$ cat src/rtl/spd_pkg.sv
package spd_pkg;

  typedef enum logic [1:0] {
    SPD_NORMAL = 2'b00,
    SPD_DOUBLE = 2'b01,
    SPD_QUAD   = 2'b10
  } speed_t;

  localparam int unsigned NUM_RATIOS = 7;

  // Ratio in units of half the base ratio (base = quad-speed low ratio).
  function automatic int unsigned ratio_halves(input int unsigned idx);
    case (idx)
      0:       return 2;
      1:       return 3;
      2:       return 4;
      3:       return 6;
      4:       return 8;
      5:       return 12;
      default: return 18;
    endcase
  endfunction

  function automatic speed_t ratio_band(input int unsigned idx);
    if (idx < 2)      return SPD_QUAD;
    else if (idx < 4) return SPD_DOUBLE;
    else              return SPD_NORMAL;
  endfunction

  function automatic speed_t decode_manual(input logic [1:0] code);
    case (code)
      2'b01:   return SPD_DOUBLE;
      2'b10:   return SPD_QUAD;
      default: return SPD_NORMAL;
    endcase
  endfunction

endpackage

$ cat src/rtl/spd_edge_sync.sv
module spd_edge_sync #(
  parameter int unsigned STAGES = 2
) (
  input  logic clk,
  input  logic rst_n,
  input  logic async_in,
  output logic rise
);
  logic [STAGES:0] chain;

  always_ff @(posedge clk or negedge rst_n) begin
    if (!rst_n) chain <= '0;
    else        chain <= {chain[STAGES-1:0], async_in};
  end

  assign rise = chain[STAGES-1] & ~chain[STAGES];
endmodule

$ cat src/rtl/spd_period_meter.sv
module spd_period_meter #(
  parameter int unsigned TIMEOUT = 2048,
  localparam int unsigned CW = $clog2(TIMEOUT + 2)
) (
  input  logic          clk,
  input  logic          rst_n,
  input  logic          rise,
  output logic          meas_valid,
  output logic [CW-1:0] meas_val,
  output logic          stall
);
  localparam logic [CW-1:0] LIMIT = CW'(TIMEOUT);

  logic [CW-1:0] cnt;
  logic          seen;

  always_ff @(posedge clk or negedge rst_n) begin
    if (!rst_n) begin
      cnt        <= '0;
      seen       <= 1'b0;
      meas_valid <= 1'b0;
      meas_val   <= '0;
    end else begin
      meas_valid <= rise & seen;
      if (rise) begin
        meas_val <= cnt + 1'b1;
        cnt      <= '0;
        seen     <= 1'b1;
      end else if (cnt != LIMIT) begin
        cnt <= cnt + 1'b1;
      end
    end
  end

  assign stall = (cnt == LIMIT);
endmodule

$ cat src/rtl/spd_ratio_classify.sv
module spd_ratio_classify
  import spd_pkg::*;
#(
  parameter int unsigned BASE_RATIO = 128,
  parameter int unsigned TOL        = 8,
  parameter int unsigned CW         = 12
) (
  input  logic [CW-1:0] meas_val,
  output logic          class_ok,
  output speed_t        class_band
);
  logic [NUM_RATIOS-1:0] hit;

  for (genvar i = 0; i < NUM_RATIOS; i++) begin : g_win
    localparam int unsigned NOM = BASE_RATIO * ratio_halves(i) / 2;
    localparam logic [CW-1:0] LO = CW'(NOM - TOL);
    localparam logic [CW-1:0] HI = CW'(NOM + TOL);
    assign hit[i] = (meas_val >= LO) && (meas_val <= HI);
  end

  always_comb begin
    logic [1:0] acc;
    acc = 2'b00;
    for (int i = 0; i < NUM_RATIOS; i++) begin
      if (hit[i]) acc = acc | ratio_band(i);
    end
    class_ok   = |hit;
    class_band = speed_t'(acc);
  end
endmodule

$ cat src/rtl/spd_mode_select.sv
module spd_mode_select
  import spd_pkg::*;
(
  input  logic       clk,
  input  logic       rst_n,
  input  logic       meas_valid,
  input  logic       class_ok,
  input  speed_t     class_band,
  input  logic       stall,
  input  logic       auto_sel,
  input  logic [1:0] man_mode,
  input  logic       deemph_req,
  output speed_t     mode_q,
  output logic       deemph_q,
  output logic       irst_q
);
  speed_t auto_band;
  speed_t cand;
  logic   cand_ok;
  speed_t nxt;

  always_ff @(posedge clk or negedge rst_n) begin
    if (!rst_n) begin
      auto_band <= SPD_NORMAL;
      cand      <= SPD_NORMAL;
      cand_ok   <= 1'b0;
    end else if (meas_valid) begin
      if (class_ok) begin
        if (cand_ok && cand == class_band) auto_band <= class_band;
        cand    <= class_band;
        cand_ok <= 1'b1;
      end else begin
        cand_ok <= 1'b0;
      end
    end else if (stall) begin
      cand_ok <= 1'b0;
    end
  end

  always_ff @(posedge clk or negedge rst_n) begin
    if (!rst_n)                       irst_q <= 1'b1;
    else if (stall)                   irst_q <= 1'b1;
    else if (meas_valid && class_ok)  irst_q <= 1'b0;
  end

  assign nxt = auto_sel ? auto_band : decode_manual(man_mode);

  always_ff @(posedge clk or negedge rst_n) begin
    if (!rst_n) begin
      mode_q   <= SPD_NORMAL;
      deemph_q <= 1'b0;
    end else begin
      mode_q   <= nxt;
      deemph_q <= deemph_req && (nxt == SPD_NORMAL);
    end
  end

  AST_HOLD_ON_UNRECOGNISED: assert property (@(posedge clk) disable iff (!rst_n)
    (meas_valid && !class_ok) |=> $stable(auto_band));
  AST_CHANGE_NEEDS_PAIR: assert property (@(posedge clk) disable iff (!rst_n)
    !$stable(auto_band) |-> ($past(cand_ok) && $past(cand) == auto_band));
  AST_STALL_RESETS: assert property (@(posedge clk) disable iff (!rst_n)
    stall |=> irst_q);
endmodule

$ cat src/rtl/spd_ratio_detect.sv
module spd_ratio_detect
  import spd_pkg::*;
#(
  parameter int unsigned BASE_RATIO  = 128,
  parameter int unsigned TOL         = 8,
  parameter int unsigned TIMEOUT     = 2048,
  parameter int unsigned SYNC_STAGES = 2
) (
  input  logic       clk,
  input  logic       rst_n,
  input  logic       frame_clk,
  input  logic       auto_sel,
  input  logic [1:0] man_mode,
  input  logic       deemph_req,
  output logic [1:0] speed_mode,
  output logic       deemph_en,
  output logic       int_rst
);
  localparam int unsigned CW = $clog2(TIMEOUT + 2);

  logic          rise;
  logic          meas_valid;
  logic [CW-1:0] meas_val;
  logic          stall;
  logic          class_ok;
  speed_t        class_band;
  speed_t        mode_q;

  spd_edge_sync #(.STAGES(SYNC_STAGES)) u_sync (
    .clk(clk), .rst_n(rst_n), .async_in(frame_clk), .rise(rise)
  );

  spd_period_meter #(.TIMEOUT(TIMEOUT)) u_meter (
    .clk(clk), .rst_n(rst_n), .rise(rise),
    .meas_valid(meas_valid), .meas_val(meas_val), .stall(stall)
  );

  spd_ratio_classify #(.BASE_RATIO(BASE_RATIO), .TOL(TOL), .CW(CW)) u_class (
    .meas_val(meas_val), .class_ok(class_ok), .class_band(class_band)
  );

  spd_mode_select u_sel (
    .clk(clk), .rst_n(rst_n), .meas_valid(meas_valid), .class_ok(class_ok),
    .class_band(class_band), .stall(stall), .auto_sel(auto_sel),
    .man_mode(man_mode), .deemph_req(deemph_req),
    .mode_q(mode_q), .deemph_q(deemph_en), .irst_q(int_rst)
  );

  assign speed_mode = mode_q;

  AST_DEEMPH_NORMAL_ONLY: assert property (@(posedge clk) disable iff (!rst_n)
    deemph_en |-> (speed_mode == SPD_NORMAL));
  AST_MANUAL_DOUBLE: assert property (@(posedge clk) disable iff (!rst_n)
    (!auto_sel && man_mode == 2'b01) |=> (speed_mode == SPD_DOUBLE));
  AST_MANUAL_QUAD: assert property (@(posedge clk) disable iff (!rst_n)
    (!auto_sel && man_mode == 2'b10) |=> (speed_mode == SPD_QUAD));
endmodule

$ cat config.mk
export PLATFORM = sky130hd
export DESIGN_NAME = spd_ratio_detect
export DESIGN_NICKNAME = d
export VERILOG_FILES = /design/src/rtl/spd_pkg.sv /design/src/rtl/spd_edge_sync.sv /design/src/rtl/spd_period_meter.sv /design/src/rtl/spd_ratio_classify.sv /design/src/rtl/spd_mode_select.sv /design/src/rtl/spd_ratio_detect.sv
export SDC_FILE = /design/constraint.sdc
export NUM_CORES = 1
export LEC_CHECK = 0
export BUFFER_PORTS_ARGS = -buffer_cell sky130_fd_sc_hd__buf_2
export CAP_MARGIN = 0
export CORE_ASPECT_RATIO = 1.2
export CORE_UTILIZATION = 55
export DETAILED_ROUTE_END_ITERATION = 7
export PLACE_DENSITY = 0.73
export SYNTH_ARGS = -nofsm -noshare
export SYNTH_HDL_FRONTEND = slang
export SYNTH_SLANG_ARGS = --single-unit
export TNS_END_PERCENT = 20
$ cat constraint.sdc
create_clock -name clk -period 5.9 [get_ports clk]
set_input_delay 1.77 -clock clk [delete_from_list [all_inputs] [get_ports clk]]
set_output_delay 1.77 -clock clk [all_outputs]
set_load 0.02 [all_outputs]
==> flow_summary.toml <==
[timing]
min_period_ns = 2.80
maxSlewViolCount = 0
finalSetupViolations = 0
rsz0062_at_grt = "false"
finalWorstSetupSlack_ns = 3.10
hold_viol = 0
skew_ns = 0.00567
holdWs_ns = 0.374
fin_crit_sh_pct = 47.5
tightest_slew_ns = 0.793
relSlewSlack_pct = 47.1
setup_tns_ns = 0
clock.fmax_ghz = 0.357

[min_path]
hp-class = "reg -> reg"

[setup_path]
worstPathCellList = "buf_2"
cp-start-kind = "flop"
crit_path_max_fanout = 2
cp.arrival_ns = 1.03
crit_type = "reg -> out"
critPathTopFamily = "flip-flops"
required_ns = 4.13
cp.buffers_inverters = 1
ff2ff_setup_slack_ns = 3.67
slowest_stage = "dfstp_2"
critPathCaptureType = "primary output"
slowest_delay_ns = 0.54

[power]
ir_drop_v = 0.000303
total_power_mw = 0.514
total_leakage_power_nw = 0.834
p_per_area_mw_per_mm2 = 275

[logic_synthesis]
syn_area_mm2 = 0.00172
synthTopCellsByArea = "dfrtp_1 54%, nand2_1 5.5%, nor2_1 4.6%"
synth.largest_area_cell = "dfrtp_1"
async_flop_share_pct = 100
seq_area_frac_synth_pct = 55.3
yosys_warnings = 0
syn_inst = 169
synth_top_cell_area_share_pct = 53.8
avgSynthCellArea_um2 = 10.2
ys_ff_latch = 38
synth_flop_cell = "dfrtp_1"
synth-edff-count = 0
syn_nets = 178
synth.distinct_cells = 38

[clock_tree]
clkLatencyLatePin_ns = 0.34
clockBufferDepth = 2
htreeDepth = 2
clkSlewWorstSetupHoldPaths_ns = 0.11
cts_root_buffer = "clkbuf_4"
post_cts_resized = 0
cts_tree = "done"
postCtsHoldBufs = 0
postCtsSetupRepairBufs = 0
cts_made_buffers = 5
tritoncts_num_sinks = 38

[cells_and_area]
final_net_count = 192
synthToLayoutAreaGrowth_pct = 8.43
final_cells = 218
drive_above_1_share_pct = 16.8
layout_commonest_cell = "dfrtp_1"
final_cell_mix = "37 x dfrtp_1, 25 x nand2_1, 21 x nor2_1, 14 x o21ai_0, 10 x buf_2"
finalInstanceArea_mm2 = 0.00187
num_antenna_cells = 0
fin_util_pct = 64.6

[detailed_routing]
drcViolationCount = 0
num_vias = 1249
antenna_left = 0
routed_via_density = 5.73
drt_iter0_drc = 22
firstDrtPassIters = 4
routed_wl_um = 3090
avgRoutedWirePerCell_um = 14.2

[global_route]
antenna_found_initial = 0
groute.usage.overall_pct = 22.8
overflow = 0
grt_max_degree = 39
grt_pass1_vias = 1252
grt_pass1_wl_um = 5450

[floorplanning]
core_area_mm2 = 0.00289
initial_core_util_pct = 59.6
fp.dieArea_mm2 = 0.00336
rows = 21
boundaryPins = 11
die_h_um = 63.3
die_w_um = 53.1

[flow_run]
drv_cap = 0

[run_status]
status = "complete, no violations"

[placed_design]
dpl_cell_area_mm2 = 0.00180
gp_congestion = 0.852
dp_hpwl_um = 2230
place_ws_ns = 3.45
io_buffers = 10
dp.cells = 210
-- logic make-up after synthesis --
family	share of synthesized area, %
DFF	55.3
buffers and inverters	1.96
xor gates and xnor gates	6.61
adders and majority gates	1.45
and+or+nand+nor	22.7
muxes	0.872
AOI/OAI and AO/OA	11.0
-- area by class of cell --
class | count | area [µm²]
clock buffer | 6 | 51.3
clock inverter | 2 | 12.5
fill | 252 | 1020
inverter | 6 | 22.5
multi-input combinational | 122 | 736
sequential | 38 | 952
tap | 34 | 42.5
timing repair buffer | 10 | 50.0
-- cells in the mapped netlist (2+ instances only) --
cell / number
a21oi_1: 3
nand3_1: 8
o21ai_0: 14
nand4_1: 3
clkbuf_1: 3
inv_1: 6
nand2_1: 25
nor3_1: 3
dfrtp_1: 37
xnor2_1: 8
o21ai_2: 2
xor2_1: 5
ha_1: 2
nor2_1: 21
nand2b_1: 4
nor4_1: 3
-- power breakdown --
part	leakage [nW]	total (mW)	internal, mW	switching (mW)
sequential	0.501	0.306	0.283	0.0226
clock	0.0343	0.143	0.0573	0.0855
combinational	0.298	0.0654	0.0264	0.0391
total	0.834	0.514	0.367	0.147
-- sequential cells by signal, indices dropped and copies added (netlist names) --
register / flops
u_sel.cand: 2
u_sel.irst_q: 1
u_meter.seen: 1
u_sel.auto_band: 2
u_sel.deemph_q: 1
u_meter.meas_valid: 1
u_meter.cnt: 12
u_sel.mode_q: 2
u_sync.chain: 3
u_meter.meas_val: 12
u_sel.cand_ok: 1
-- layer usage --
| layer | global-route usage [%] | vias up | wire [µm] |
|---|---|---|---|
| li1 | - | 613 | - |
| met1 | 28.3 | 604 | 1330 |
| met2 | 36.1 | 30 | 1620 |
| met3 | 7.25 | 2 | 113 |
| met4 | 9.21 | 0 | 22 |
| met5 | 0 | - | 0 |
-- path summary, 6_finish.rpt --
kind                       cells after the start                 end                 from
setup / recovery                               1             int_rst         u_sel.irst_q
min in group asynchronous                      1  u_sel.auto_band[1]                rst_n
max in group asynchronous                      1      u_meter.cnt[7]                rst_n
hold / removal                                 0     u_sync.chain[1]      u_sync.chain[0]
hold reg to reg                                0     u_sync.chain[1]      u_sync.chain[0]
setup reg to reg                               6  u_sel.auto_band[1]  u_meter.meas_val[2]
(Power assumes the default switching activity.)
